[src/rtl/rbs_pkg.sv]
package rbs_pkg;
   localparam int SIG_BITS = 4;

   typedef logic [SIG_BITS-1:0] sig_nib_t;
   typedef logic [1:0]          sig_sel_t;

   // A sits in the top nibble bit, D in bit 0
   function automatic logic sig_pick(input sig_nib_t nib, input sig_sel_t sel);
      return nib[2'd3 - sel];
   endfunction
endpackage

[src/rtl/rbs_frame_timer.sv]
module rbs_frame_timer #(
   parameter int NUM_TS     = 24,
   parameter int TS_BITS    = 8,
   parameter int SIG_PERIOD = 6
) (
   input  logic                        clk,
   input  logic                        rst_n,
   input  logic                        sync_i,
   output logic                        cur_fbit,
   output logic [$clog2(NUM_TS)-1:0]   cur_ts,
   output logic [$clog2(TS_BITS)-1:0]  cur_bit,
   output logic                        cur_sig_frame,
   output logic                        cur_last_frame,
   output logic                        cur_mf_start,
   output rbs_pkg::sig_sel_t           cur_sig_sel,
   output logic                        cur_locked
);
   localparam int FRAME_BITS = 1 + NUM_TS * TS_BITS;
   localparam int POS_W      = $clog2(FRAME_BITS);
   localparam int TS_W       = $clog2(NUM_TS);
   localparam int BIT_W      = $clog2(TS_BITS);
   localparam int SUB_W      = (SIG_PERIOD > 1) ? $clog2(SIG_PERIOD) : 1;

   logic [POS_W-1:0]  pos_q, cur_pos, pos_n;
   logic [TS_W-1:0]   ts_q, ts_n;
   logic [BIT_W-1:0]  bit_q, bit_n;
   logic [SUB_W-1:0]  sub_q, cur_sub, sub_n;
   rbs_pkg::sig_sel_t grp_q, grp_n;
   logic              locked_q;
   logic              frame_end;

   // a sync pulse forces the present clock to frame 1, framing bit
   always_comb begin
      cur_pos     = sync_i ? '0 : pos_q;
      cur_ts      = sync_i ? '0 : ts_q;
      cur_bit     = sync_i ? '0 : bit_q;
      cur_sub     = sync_i ? '0 : sub_q;
      cur_sig_sel = sync_i ? '0 : grp_q;
      cur_locked  = sync_i | locked_q;
   end

   assign cur_fbit       = (cur_pos == '0);
   assign frame_end      = (cur_pos == POS_W'(FRAME_BITS - 1));
   assign cur_sig_frame  = (cur_sub == SUB_W'(SIG_PERIOD - 1));
   assign cur_last_frame = cur_sig_frame && (cur_sig_sel == 2'd3);
   assign cur_mf_start   = cur_fbit && (cur_sub == '0) && (cur_sig_sel == 2'd0);

   always_comb begin
      pos_n = frame_end ? '0 : cur_pos + 1'b1;
      ts_n  = cur_ts;
      bit_n = cur_bit;
      if (cur_fbit) begin
         ts_n  = '0;
         bit_n = '0;
      end else if (cur_bit == BIT_W'(TS_BITS - 1)) begin
         bit_n = '0;
         ts_n  = (cur_ts == TS_W'(NUM_TS - 1)) ? '0 : cur_ts + 1'b1;
      end else begin
         bit_n = cur_bit + 1'b1;
      end
      sub_n = cur_sub;
      grp_n = cur_sig_sel;
      if (frame_end) begin
         if (cur_sig_frame) begin
            sub_n = '0;
            grp_n = cur_sig_sel + 2'd1;
         end else begin
            sub_n = cur_sub + 1'b1;
         end
      end
   end

   always_ff @(posedge clk) begin
      if (!rst_n) begin
         pos_q    <= '0;
         ts_q     <= '0;
         bit_q    <= '0;
         sub_q    <= '0;
         grp_q    <= '0;
         locked_q <= 1'b0;
      end else begin
         pos_q    <= pos_n;
         ts_q     <= ts_n;
         bit_q    <= bit_n;
         sub_q    <= sub_n;
         grp_q    <= grp_n;
         locked_q <= cur_locked;
      end
   end
endmodule

[src/rtl/rbs_ext_sig.sv]
module rbs_ext_sig #(
   parameter int NUM_TS  = 24,
   parameter int TS_BITS = 8
) (
   input  logic                            clk,
   input  logic                            rst_n,
   input  logic                            cap_en,
   input  logic                            mf_start,
   input  logic [$clog2(NUM_TS)-1:0]       cur_ts,
   input  logic [$clog2(TS_BITS)-1:0]      cur_bit,
   input  logic                            xsig_i,
   output logic [rbs_pkg::SIG_BITS*NUM_TS-1:0] active_o
);
   localparam int TS_W      = $clog2(NUM_TS);
   localparam int BIT_W     = $clog2(TS_BITS);
   localparam int FIRST_CAP = TS_BITS - rbs_pkg::SIG_BITS;

   logic       cap_hit;
   logic [1:0] lane;

   // only the last four bit positions of a timeslot are latched
   assign cap_hit = cap_en && (cur_bit >= BIT_W'(FIRST_CAP));
   assign lane    = 2'(BIT_W'(TS_BITS - 1) - cur_bit);

   for (genvar g = 0; g < NUM_TS; g++) begin : g_slot
      rbs_pkg::sig_nib_t shadow_q, active_q;
      always_ff @(posedge clk) begin
         if (!rst_n) begin
            shadow_q <= '0;
            active_q <= '0;
         end else begin
            if (cap_hit && cur_ts == TS_W'(g))
               shadow_q[lane] <= xsig_i;
            if (mf_start)
               active_q <= shadow_q;
         end
      end
      assign active_o[rbs_pkg::SIG_BITS*g +: rbs_pkg::SIG_BITS] = active_q;
   end
endmodule

[src/rtl/rbs_int_sig.sv]
module rbs_int_sig #(
   parameter int NUM_TS = 24
) (
   input  logic [rbs_pkg::SIG_BITS*NUM_TS-1:0] store_i,
   input  logic [$clog2(NUM_TS)-1:0]           ts_i,
   output rbs_pkg::sig_nib_t                   nib_o
);
   localparam int TS_W = $clog2(NUM_TS);

   // the first timeslot of a pair sits in the upper nibble of its byte
   always_comb begin
      nib_o = '0;
      for (int k = 0; k < NUM_TS; k++)
         if (ts_i == TS_W'(k))
            nib_o = store_i[rbs_pkg::SIG_BITS*(k ^ 1) +: rbs_pkg::SIG_BITS];
   end
endmodule

[src/rtl/rbs_inserter.sv]
module rbs_inserter #(
   parameter int NUM_TS      = 24,
   parameter int TS_BITS     = 8,
   parameter int SIG_PERIOD  = 6,
   parameter bit FS_FROM_EXT = 1'b1
) (
   input  logic                               clk,
   input  logic                               rst_n,
   input  logic                               sync_i,
   input  logic                               data_i,
   input  logic                               xsig_i,
   input  logic                               ext_en_i,
   input  logic                               int_en_i,
   input  logic [rbs_pkg::SIG_BITS*NUM_TS-1:0] sig_store_i,
   input  logic [NUM_TS-1:0]                  clear_mask_i,
   output logic                               data_o
);
   localparam int TS_W  = $clog2(NUM_TS);
   localparam int BIT_W = $clog2(TS_BITS);

   if (NUM_TS < 2 || (NUM_TS % 2) != 0) begin : g_bad_ts
      $error("NUM_TS must be even and at least 2");
   end
   if (TS_BITS < rbs_pkg::SIG_BITS) begin : g_bad_bits
      $error("TS_BITS must hold the four latched positions");
   end
   if (SIG_PERIOD < 1) begin : g_bad_period
      $error("SIG_PERIOD must be positive");
   end

   logic              cur_fbit, cur_sig_frame, cur_last_frame, cur_mf_start, cur_locked;
   logic [TS_W-1:0]   cur_ts;
   logic [BIT_W-1:0]  cur_bit;
   rbs_pkg::sig_sel_t cur_sig_sel;
   logic [rbs_pkg::SIG_BITS*NUM_TS-1:0] ext_active;
   rbs_pkg::sig_nib_t int_nib, ext_nib, sig_nib;
   logic              cap_en, slot_hit, fbit_take, next_bit;

   rbs_frame_timer #(.NUM_TS(NUM_TS), .TS_BITS(TS_BITS), .SIG_PERIOD(SIG_PERIOD)) u_timer (
      .clk           (clk),
      .rst_n         (rst_n),
      .sync_i        (sync_i),
      .cur_fbit      (cur_fbit),
      .cur_ts        (cur_ts),
      .cur_bit       (cur_bit),
      .cur_sig_frame (cur_sig_frame),
      .cur_last_frame(cur_last_frame),
      .cur_mf_start  (cur_mf_start),
      .cur_sig_sel   (cur_sig_sel),
      .cur_locked    (cur_locked)
   );

   assign cap_en = ext_en_i && cur_locked && cur_last_frame && !cur_fbit;

   rbs_ext_sig #(.NUM_TS(NUM_TS), .TS_BITS(TS_BITS)) u_ext (
      .clk     (clk),
      .rst_n   (rst_n),
      .cap_en  (cap_en),
      .mf_start(cur_mf_start),
      .cur_ts  (cur_ts),
      .cur_bit (cur_bit),
      .xsig_i  (xsig_i),
      .active_o(ext_active)
   );

   rbs_int_sig #(.NUM_TS(NUM_TS)) u_int (
      .store_i(sig_store_i),
      .ts_i   (cur_ts),
      .nib_o  (int_nib)
   );

   always_comb begin
      ext_nib = '0;
      for (int k = 0; k < NUM_TS; k++)
         if (cur_ts == TS_W'(k))
            ext_nib = ext_active[rbs_pkg::SIG_BITS*k +: rbs_pkg::SIG_BITS];
   end

   assign sig_nib  = int_en_i ? int_nib : ext_nib;
   assign slot_hit = cur_locked && !cur_fbit && cur_sig_frame
                  && (cur_bit == BIT_W'(TS_BITS - 1))
                  && (int_en_i || ext_en_i) && !clear_mask_i[cur_ts];

   if (FS_FROM_EXT) begin : g_fs_ext
      assign fbit_take = cur_locked && cur_fbit && ext_en_i;
   end else begin : g_fs_pass
      assign fbit_take = 1'b0;
   end

   always_comb begin
      if (fbit_take)     next_bit = xsig_i;
      else if (slot_hit) next_bit = rbs_pkg::sig_pick(sig_nib, cur_sig_sel);
      else               next_bit = data_i;
   end

   always_ff @(posedge clk) begin
      if (!rst_n) data_o <= 1'b0;
      else        data_o <= next_bit;
   end
endmodule

[config.mk]
export PLATFORM = sky130hd
export DESIGN_NAME = rbs_inserter
export DESIGN_NICKNAME = d
export VERILOG_FILES = /design/src/rtl/rbs_pkg.sv /design/src/rtl/rbs_frame_timer.sv /design/src/rtl/rbs_ext_sig.sv /design/src/rtl/rbs_int_sig.sv /design/src/rtl/rbs_inserter.sv
export SDC_FILE = /design/constraint.sdc
export NUM_CORES = 1
export LEC_CHECK = 0
export ABC_AREA = 1
export BUFFER_PORTS_ARGS = -buffer_cell sky130_fd_sc_hd__buf_2
export CORE_ASPECT_RATIO = 0.7
export CORE_UTILIZATION = 51
export DETAILED_ROUTE_END_ITERATION = 16
export PLACE_DENSITY = 0.69
export SYNTH_ARGS = -nofsm -noshare
export SYNTH_HDL_FRONTEND = slang
export SYNTH_SLANG_ARGS = --single-unit
export TNS_END_PERCENT = 30
[constraint.sdc]
create_clock -name clk -period 6.7 [get_ports clk]
set_input_delay 1.34 -clock clk [delete_from_list [all_inputs] [get_ports clk]]
set_output_delay 1.34 -clock clk [all_outputs]
set_load 0.05 [all_outputs]
==> impl_metrics.toml, run 1 <==
[outcome]
status = "finished, final reports clean"

[hold_path]
hp-class = "reg2reg"
worstHoldPathCells = 1

[floorplanning]
rows = 44
die_h_um = 125
fp.dieW_um = 178
initial_core_util = 0.528
core-area_um2 = 21000
die-area_um2 = 22300
io_pins = 128

[global_route]
use_met1 = 0.421
grt_use_met3 = 0.0453
gr-total-overflow = 0
use_met2 = 0.466
antenna_found_initial = 0
gr-usage-all-layers = 0.296
grt_pass1_wl_um = 53100
grt_pass1_vias = 10200
grt_max_degree = 101
top_usage_layer = "met2"

[logic_synthesis]
synth_area_um2 = 11100
synth-edff-count = 0
synth_seq_cells = 215
synthTopCellsByCount = "nand2_1, o21ai_0, dfxtp_1"
yosysTopAreaCell = "dfxtp_1"
yosysWarnings = 0
synth_most_common_cell = "nand2_1"
async_flop_share = 0
yosys.cell_types.count = 47
synth_ff_type = "dfxtp_1"
syn_inst = 1673
synth.net_count = 1812
synth_seq_area_share = 0.389
synth_top_cell_area_share = 0.389
synth_area_leaders = "dfxtp_1, nand2_1, o21ai_0"
avgSynthCellArea_um2 = 6.62

[routing]
ant_nets = 0
wl_per_cell_um = 16.3
drc = 0
drtIter0Drc = 1094
first_pass_iters = 5
wl_um = 33100
vias_per_cell = 5.47
num_vias = 11100

[sta]
final.setup.tns_ps = 0
slew_headroom = 0.277
period_share = 0.723
setup_viol = 0
max_clock_freq_mhz = 206
skew_ps = 8.15
worstMarginPinSlew_ps = 1080
rsz0062_at_grt = "no"
hold_viol = 0
fin_hold_ws_ps = 441
period_minus_slack_ps = 4850
slew_violations = 0

[final_layout]
final_core_util = 0.598
finalInstanceArea_um2 = 12600
syn_to_final_growth_pct = 13.4
nFillCells = 2036
diodes = 0
nets = 1881
drive_gt1_frac = 0.148

[clocking]
cts_made_buffers = 22
clkLatencyLatePin_ps = 510
root_buffer = "clkbuf_16"
tritoncts = "yes"
cts_buffer_depth = 3
clock-sinks = 215
postCtsSetupRepairBufs = 0
cts_hold_buffers = 0
clk_pin_slew_ps = 60
cts_resized = 0
cts_max_level = 1

[setup_path]
critical_path_class = "in2reg"
crit_slowest_cell = "inv_1"
cp-start-kind = "primary input"
cp_common_cell = "nand2_1"
max_stage_delay_ps = 320
reg2reg_depth = 38
cp.arrival_ps = 5280
path_max_fanout = 14
crit_path_end_kind = "register"
required_ps = 7140

[placed_design]
gp_congestion = 0.966
place_area_um2 = 11800
dpl.hpwl_um = 21700
port-buffer-count = 127

[power_and_ir_drop]
max-vdd-ir-drop_uv = 175
comb_power_share = 0.074
power_density_nw_per_um2 = 230
power.leakage_nw = 5.34
internal-power_w = 0.00220
swShare = 0.237
seqPwrFrac = 0.462
p_sw_w = 0.000684
clockPowerShare = 0.464
power_w = 0.00288

[run]
max_cap_violations = 0
-- power by group through the flow --
stage / registers (W) / logic (W) / clock network [W]
CTS: 0.00133 / 0.000212 / 0.00136
global placement: 0.00136 / 0.000210 / 0
finish: 0.00133 / 0.000214 / 0.00134
global route: 0.00134 / 0.000239 / 0.00141
floorplan: 0.00135 / 0.000130 / 0
detailed placement: 0.00136 / 0.000211 / 0
-- per-layer routing --
metal  vias up  routed length (um)
li1       5565                   -
met1      5087               15300
met5         -                   0
met4         0                 788
met2       404               14500
met3        64                2450
-- area by class of cell --
| class | instances | area (um^2) | area share |
|---|---|---|---|
| flip-flops and latches | 215 | 4300 | 0.343 |
| clock inverters | 11 | 161 | 0.0129 |
| inverters | 192 | 731 | 0.0582 |
| well taps | 276 | 345 | 0.0275 |
| repair buffers | 137 | 726 | 0.0578 |
| clock buffers | 29 | 628 | 0.0500 |
| multi-input cells | 1174 | 5660 | 0.451 |
-- kinds of logic after synthesis --
logic type	count (synthesis)	share of synthesized area
AOI/OAI and AO/OA	408	0.190
xor gates and xnor gates	2	0.00158
adders and majority gates	12	0.0136
buffers and inverters	284	0.101
DFF	215	0.389
and+or+nand+nor	752	0.305
-- path summary, 6_finish.rpt --
path	from	endpoint	slack, ps
worst max register to register	u_timer.ts_q[0]	data_o	2390
worst min register to register	u_timer.pos_q[3]	u_timer.pos_q[3]	440
worst min-delay path	u_timer.pos_q[3]	u_timer.pos_q[3]	440
worst max-delay path	sync_i	data_o	1850
-- sequential cells by signal, indices dropped and copies added, names as in the netlist --
signal                 count
data_o                     1
u_timer.pos_q              8
u_ext.g_slot.shadow_q     96
u_timer.ts_q               5
u_timer.locked_q           1
u_timer.bit_q              3
u_timer.sub_q              3
u_ext.g_slot.active_q     96
u_timer.grp_q              2
-- placed cells by master (no fill, tap or decap), drive strengths merged --
| cell | netlist | final |
|---|---|---|
| nand2 | 337 | 337 |
| o21ai | 226 | 226 |
| dfxtp | 215 | 215 |
| inv | 190 | 189 |
| nor2 | 188 | 188 |
| a21oi | 167 | 167 |
| nand3 | 167 | 167 |
| buf | 33 | 137 |
| or2 | 45 | 45 |
| clkbuf | 59 | 29 |
| ha | 12 | 12 |
| clkinv | 2 | 9 |
| nand4 | 6 | 6 |
| a211oi | 4 | 4 |
| bufinv | 0 | 4 |
| nor3 | 3 | 3 |
| nand3b | 3 | 3 |
| o221ai | 3 | 3 |
| nor4 | 2 | 2 |
| a32oi | 2 | 2 |
| o22ai | 1 | 1 |
| o211ai | 1 | 1 |
| a32o | 1 | 1 |
| o2111ai | 1 | 1 |
| o32ai | 1 | 1 |
| xor2 | 1 | 1 |
| xnor2 | 1 | 1 |
| o21a | 1 | 1 |
| nor3b | 1 | 1 |
| clkinvlp | 0 | 1 |
-- critical path: cells and delay by family --
| kind | cells | cell delay, ps |
|---|---|---|
| AND/OR/NAND/NOR | 29 | 2370 |
| buffers and inverters | 6 | 900 |
| adder cells (fa/ha/maj) | 1 | 290 |
| AO/OA/AOI/OAI | 2 | 370 |
-- through the flow --
| step | cells | worst slack (ps) |
|---|---|---|
| floorplan | 1673 | 2420 |
| global placement | 1994 | 1460 |
| detailed placement | 1994 | 1390 |
| CTS | 2034 | 1900 |
| global route | 2034 | 1400 |
| finish | 2034 | 1850 |
No activity file was read; power rests on OpenSTA's default activity.
==> run 2, diff against run 1 <==
- ABC_AREA: 1 -> 0
- clock period: 6.7 -> 5 ns (I/O delays scaled with it)
==> impl_metrics.toml, run 2 <==
[floorplanning]
fp.dieW_um = 181
die-area_um2 = 23000
die_h_um = 127
io_pins = 128
rows = 45
initial_core_util = 0.524
core-area_um2 = 21800

[power_and_ir_drop]
internal-power_w = 0.00274
max-vdd-ir-drop_uv = 240
comb_power_share = 0.063
power_density_nw_per_um2 = 281
seqPwrFrac = 0.475
clockPowerShare = 0.462
swShare = 0.243
power.leakage_nw = 4.48
p_sw_w = 0.000878

[setup_path]
reg2reg_depth = 8
cp_common_cell = "a41oi_1"
cp-start-kind = "register"
path_buf_inv = 0
crit_cells = 8
cp_cell_sequence = "nand4bb_1 > nor2_1 > a221oi_1 > o31ai_1 > a41oi_1 > a41oi_1 > o21ai_1 > o22ai_2"
path_max_fanout = 25
crit_path_end_kind = "register"
ff2ff_setup_slack_ps = 810
required_ps = 5430
critical_path_class = "reg2reg"
crit_slowest_cell = "dfxtp_1"
cp.arrival_ps = 4620
max_stage_delay_ps = 980
cp_top_family = "simple AND/OR/NAND/NOR gates"
r2r_start = "u_timer.ts_q[2]"
reg2reg_to = "data_o"

[global_route]
gr-total-overflow = 0
gr-usage-all-layers = 0.371
grt_use_met3 = 0.0590
grt_pass1_vias = 11000
antenna_found_initial = 0
grt_pass1_wl_um = 65800
top_usage_layer = "met2"
grt_max_degree = 106
use_met1 = 0.541
use_met2 = 0.566

[clocking]
cts_made_buffers = 22
tritoncts = "yes"
cts_hold_buffers = 0
cts_buffer_depth = 3
clk_pin_slew_ps = 70
cts_resized = 0
clkLatencyLatePin_ps = 520
cts_max_level = 1
root_buffer = "clkbuf_16"
clock-sinks = 215
postCtsSetupRepairBufs = 0

[logic_synthesis]
synth_most_common_cell = "nand2_1"
synth_top_cell_area_share = 0.377
synth_seq_area_share = 0.377
avgSynthCellArea_um2 = 7.82
synth_area_um2 = 11400
yosys.cell_types.count = 83
yosysWarnings = 0
yosysTopAreaCell = "dfxtp_1"
synth_area_leaders = "dfxtp_1, a21boi_0, nand2_1"
synth.net_count = 1599
syn_inst = 1460
synthTopCellsByCount = "nand2_1, dfxtp_1, a21boi_0"
synth_seq_cells = 215
async_flop_share = 0
synth_ff_type = "dfxtp_1"
synth-edff-count = 0

[routing]
drc = 0
vias_per_cell = 6.48
num_vias = 11700
first_pass_iters = 5
wl_per_cell_um = 23.7
drtIter0Drc = 1631
ant_nets = 0
wl_um = 43000

[outcome]
status = "finished, final reports clean"

[final_layout]
nets = 1654
final_cell_mix = "nand2_1, dfxtp_1, a21boi_0, nand3_1, buf_2"
drive_gt1_frac = 0.146
diodes = 0
reg.largest.list = "u_ext.g_slot.active_q (96), u_ext.g_slot.shadow_q (96), u_timer.pos_q (8)"
syn_to_final_growth_pct = 12.6
layout_commonest_cell = "nand2_1"
finalInstanceArea_um2 = 12900
nFillCells = 2059

[placed_design]
dpl.hpwl_um = 29200
place_area_um2 = 12100
post-place-ws_ps = 632
gp_congestion = 0.988
port-buffer-count = 127

[hold_path]
worstHoldPathCells = 2
hold_end = "u_ext.g_slot[22].active_q[1]"
hp-class = "reg2reg"
min_from = "u_ext.g_slot[22].shadow_q[1]"

[sta]
slew_headroom = 0.190
setup_ws_ps = 814
period_minus_slack_ps = 4190
hold_viol = 0
period_share = 0.837
worstMarginPinSlew_ps = 1210
setup_viol = 0
max_clock_freq_mhz = 239
final.setup.tns_ps = 0
skew_ps = 19.9
rsz0062_at_grt = "no"
slew_violations = 0

[run]
max_cap_violations = 0
==> run 2: cell count changes after synthesis, sizes merged, moves of 43 or more <==
| cell | delta |
|---|---|
| a21boi | +194 |
| a21oi | -139 |
| inv | -175 |
| nand2 | -76 |
| nor2 | -117 |
| o21ai | -104 |
| or2 | -43 |
==> run 2: routing by layer <==
| layer | vias to the layer above | part of all wire |
|---|---|---|
| met5 | - | 0 |
| met4 | 0 | 0.025 |
| met3 | 69 | 0.10 |
| met2 | 638 | 0.43 |
| met1 | 5690 | 0.45 |
| li1 | 5350 | - |
==> run 2: metrics by stage <==
step | utilization | hold slack (ps) | cells | total power [W]
after floorplan | - | 437 | 1460 | 0.00187
after global placement | 0.557 | 445 | 1773 | 0.00198
after detailed placement | 0.557 | 455 | 1773 | 0.00198
after CTS | 0.590 | 461 | 1813 | 0.00361
after global routing | 0.590 | 478 | 1813 | 0.00370
final | 0.590 | 456 | 1813 | 0.00362
==> run 2: layout make-up <==
type	instances	area, um^2	share of cell area
multi-input combinational	1099	6500	0.506
inverter	16	60.1	0.00467
clock buffer	30	632	0.0491
timing repair buffer	161	918	0.0714
sequential	215	4300	0.335
clock inverter	10	86.3	0.00671
tap	282	353	0.0274
==> run 2: worst max-delay path by stage <==
stage / startpoint / end / slack (ps)
floorplan: sync_i / data_o / 900
global placement: sync_i / data_o / 620
detailed placement: sync_i / data_o / 630
CTS: u_timer.ts_q[2] / data_o / 1000
global route: u_timer.ts_q[0] / data_o / 500
finish: u_timer.ts_q[2] / data_o / 810
==> run 2: power by group through the flow <==
stage	clock (W)	sequential [W]	combinational (W)
after detailed placement	0	0.00176	0.000221
after CTS	0.00167	0.00172	0.000222
final	0.00167	0.00172	0.000229
after global routing	0.00174	0.00172	0.000237
after floorplan	0	0.00176	0.000114
after global placement	0	0.00176	0.000223
==> run 2: kinds of logic after synthesis <==
logic type               synth area share
adder cells (fa/ha/maj)            0.0132
AND/OR/NAND/NOR                     0.242
flip-flops                          0.377
AO/OA/AOI/OAI                       0.298
multiplexers                      0.00997
buffers and inverters              0.0540
XOR/XNOR                          0.00614
==> run 2: tightest hold or removal path, stage by stage, from the launching register on <==
cell      delay (ps)
dfxtp_1          310
nand2_1           50
a21boi_0          60
==> run 3, diff against run 2 <==
- clock period: 5 -> 4.3 ns (I/O delays scaled with it)
==> impl_metrics.toml, run 3 (synthesis gave the netlist of run 2 again) <==
[clocking]
postCtsSetupRepairBufs = 0
clk_pin_slew_ps = 70
cts_resized = 0
clock-sinks = 215
tritoncts = "yes"
cts_made_buffers = 23
cts_hold_buffers = 0
cts_max_level = 1
root_buffer = "clkbuf_16"
clkLatencyLatePin_ps = 540
cts_buffer_depth = 3

[sta]
final.setup.tns_ps = 0
setup_viol = 0
rsz0062_at_grt = "no"
hold_viol = 0
period_minus_slack_ps = 3980
slew_violations = 0
max_clock_freq_mhz = 251
worstMarginPinSlew_ps = 1280
period_share = 0.925
skew_ps = 22.4
setup_ws_ps = 321
slew_headroom = 0.145

[run]
max_cap_violations = 0

[setup_path]
required_ps = 4770
reg2reg_depth = 8
reg2reg_to = "data_o"
cp.arrival_ps = 4450
cp-start-kind = "register"
critical_path_class = "reg2reg"
ff2ff_setup_slack_ps = 320
crit_path_end_kind = "register"
r2r_start = "u_timer.ts_q[3]"
path_max_fanout = 25

[final_layout]
reg.largest.list = "u_ext.g_slot.active_q (96), u_ext.g_slot.shadow_q (96), u_timer.pos_q (8)"
nFillCells = 2013
nets = 1679
diodes = 0
final_cell_mix = "nand2_1, dfxtp_1, a21boi_0, nand3_1, buf_2"
drive_gt1_frac = 0.161
syn_to_final_growth_pct = 15.0
layout_commonest_cell = "nand2_1"

[placed_design]
dpl.hpwl_um = 31200
port-buffer-count = 127
post-place-ws_ps = 221
gp_congestion = 0.958

[power_and_ir_drop]
clockPowerShare = 0.485
power.leakage_nw = 4.64
max-vdd-ir-drop_uv = 282
seqPwrFrac = 0.453
internal-power_w = 0.00334
swShare = 0.241
p_sw_w = 0.00106
comb_power_share = 0.062
power_density_nw_per_um2 = 335

[floorplanning]
die_h_um = 127
io_pins = 128
fp.dieW_um = 181
core-area_um2 = 21800
die-area_um2 = 23000
initial_core_util = 0.524
rows = 45

[global_route]
grt_pass1_vias = 11100
grt_max_degree = 101
antenna_found_initial = 0
gr-usage-all-layers = 0.388
gr-total-overflow = 0
grt_pass1_wl_um = 67900

[outcome]
status = "finished, final reports clean"

[routing]
first_pass_iters = 6
drtIter0Drc = 1495
wl_um = 45200
ant_nets = 0
drc = 0
vias_per_cell = 6.48
wl_per_cell_um = 24.6
num_vias = 11900

[hold_path]
min_from = "u_ext.g_slot[4].shadow_q[1]"
hp-class = "reg2reg"
worstHoldPathCells = 2
hold_end = "u_ext.g_slot[4].active_q[1]"
==> run 3: cell count changes in the layout (fill, tap and decap cells not counted) <==
cell,before,now
clkbuf_8,3,1
clkbuf_1,4,2
buf_4,33,56
clkinv_2,5,7
bufinv_16,1,4
inv_8,0,1
buf_12,2,3
==> run 3: power groups by stage <==
| stage | Combinational, W | Sequential [W] | Clock (W) |
|---|---|---|---|
| detailed placement | 0.000265 | 0.00204 | 0 |
| global placement | 0.000266 | 0.00204 | 0 |
| global route | 0.000284 | 0.00200 | 0.00222 |
| floorplan | 0.000133 | 0.00204 | 0 |
| CTS | 0.000266 | 0.00200 | 0.00214 |
| finish | 0.000273 | 0.00200 | 0.00213 |
==> run 3: cell type report <==
cell class                 count  area, um^2  share of cell area
sequential                   215        4300               0.328
tap                          282         353              0.0269
timing repair buffer         185        1110              0.0846
inverter                      16        60.1             0.00458
clock buffer                  26         597              0.0455
clock inverter                16         198              0.0151
multi-input combinational   1099        6500               0.495
==> run 3: worst max-delay path, cell delays in order, from the launching register on <==
cell and delay, ps:
dfxtp_1 880, nand2b_1 490, nor2_1 1100, a221oi_1 160
o31ai_1 490, a41oi_1 250, a41oi_1 280, o21ai_1 100
o22ai_2 160
==> run 3: routing by layer <==
layer,GRT usage,part of all wire,vias to the layer above
met4,0.133,0.035,0
met1,0.549,0.43,5713
li1,-,-,5403
met3,0.0864,0.11,112
met2,0.582,0.42,681
met5,0,0,-
==> run 3: how the worst max path moves through the flow <==
stage	start	endpoint	depth (start not counted)	slack, ps
CTS	u_timer.ts_q[3]	data_o	9	480
global route	u_timer.ts_q[3]	data_o	8	90
floorplan	sync_i	data_o	19	340
global placement	sync_i	data_o	10	220
detailed placement	sync_i	data_o	11	220
finish	u_timer.ts_q[3]	data_o	8	320
==> run 3: through the flow <==
stage                      util  instances  hold WS, ps  area (um^2)  total power (W)
after floorplan               -       1460          437        11400          0.00218
final                     0.602       1839          452        13100          0.00440
after CTS                 0.602       1839          460        13100          0.00440
after global placement    0.566       1797          442        12300          0.00231
after global routing      0.602       1839          474        13100          0.00450
after detailed placement  0.566       1797          453        12300          0.00231
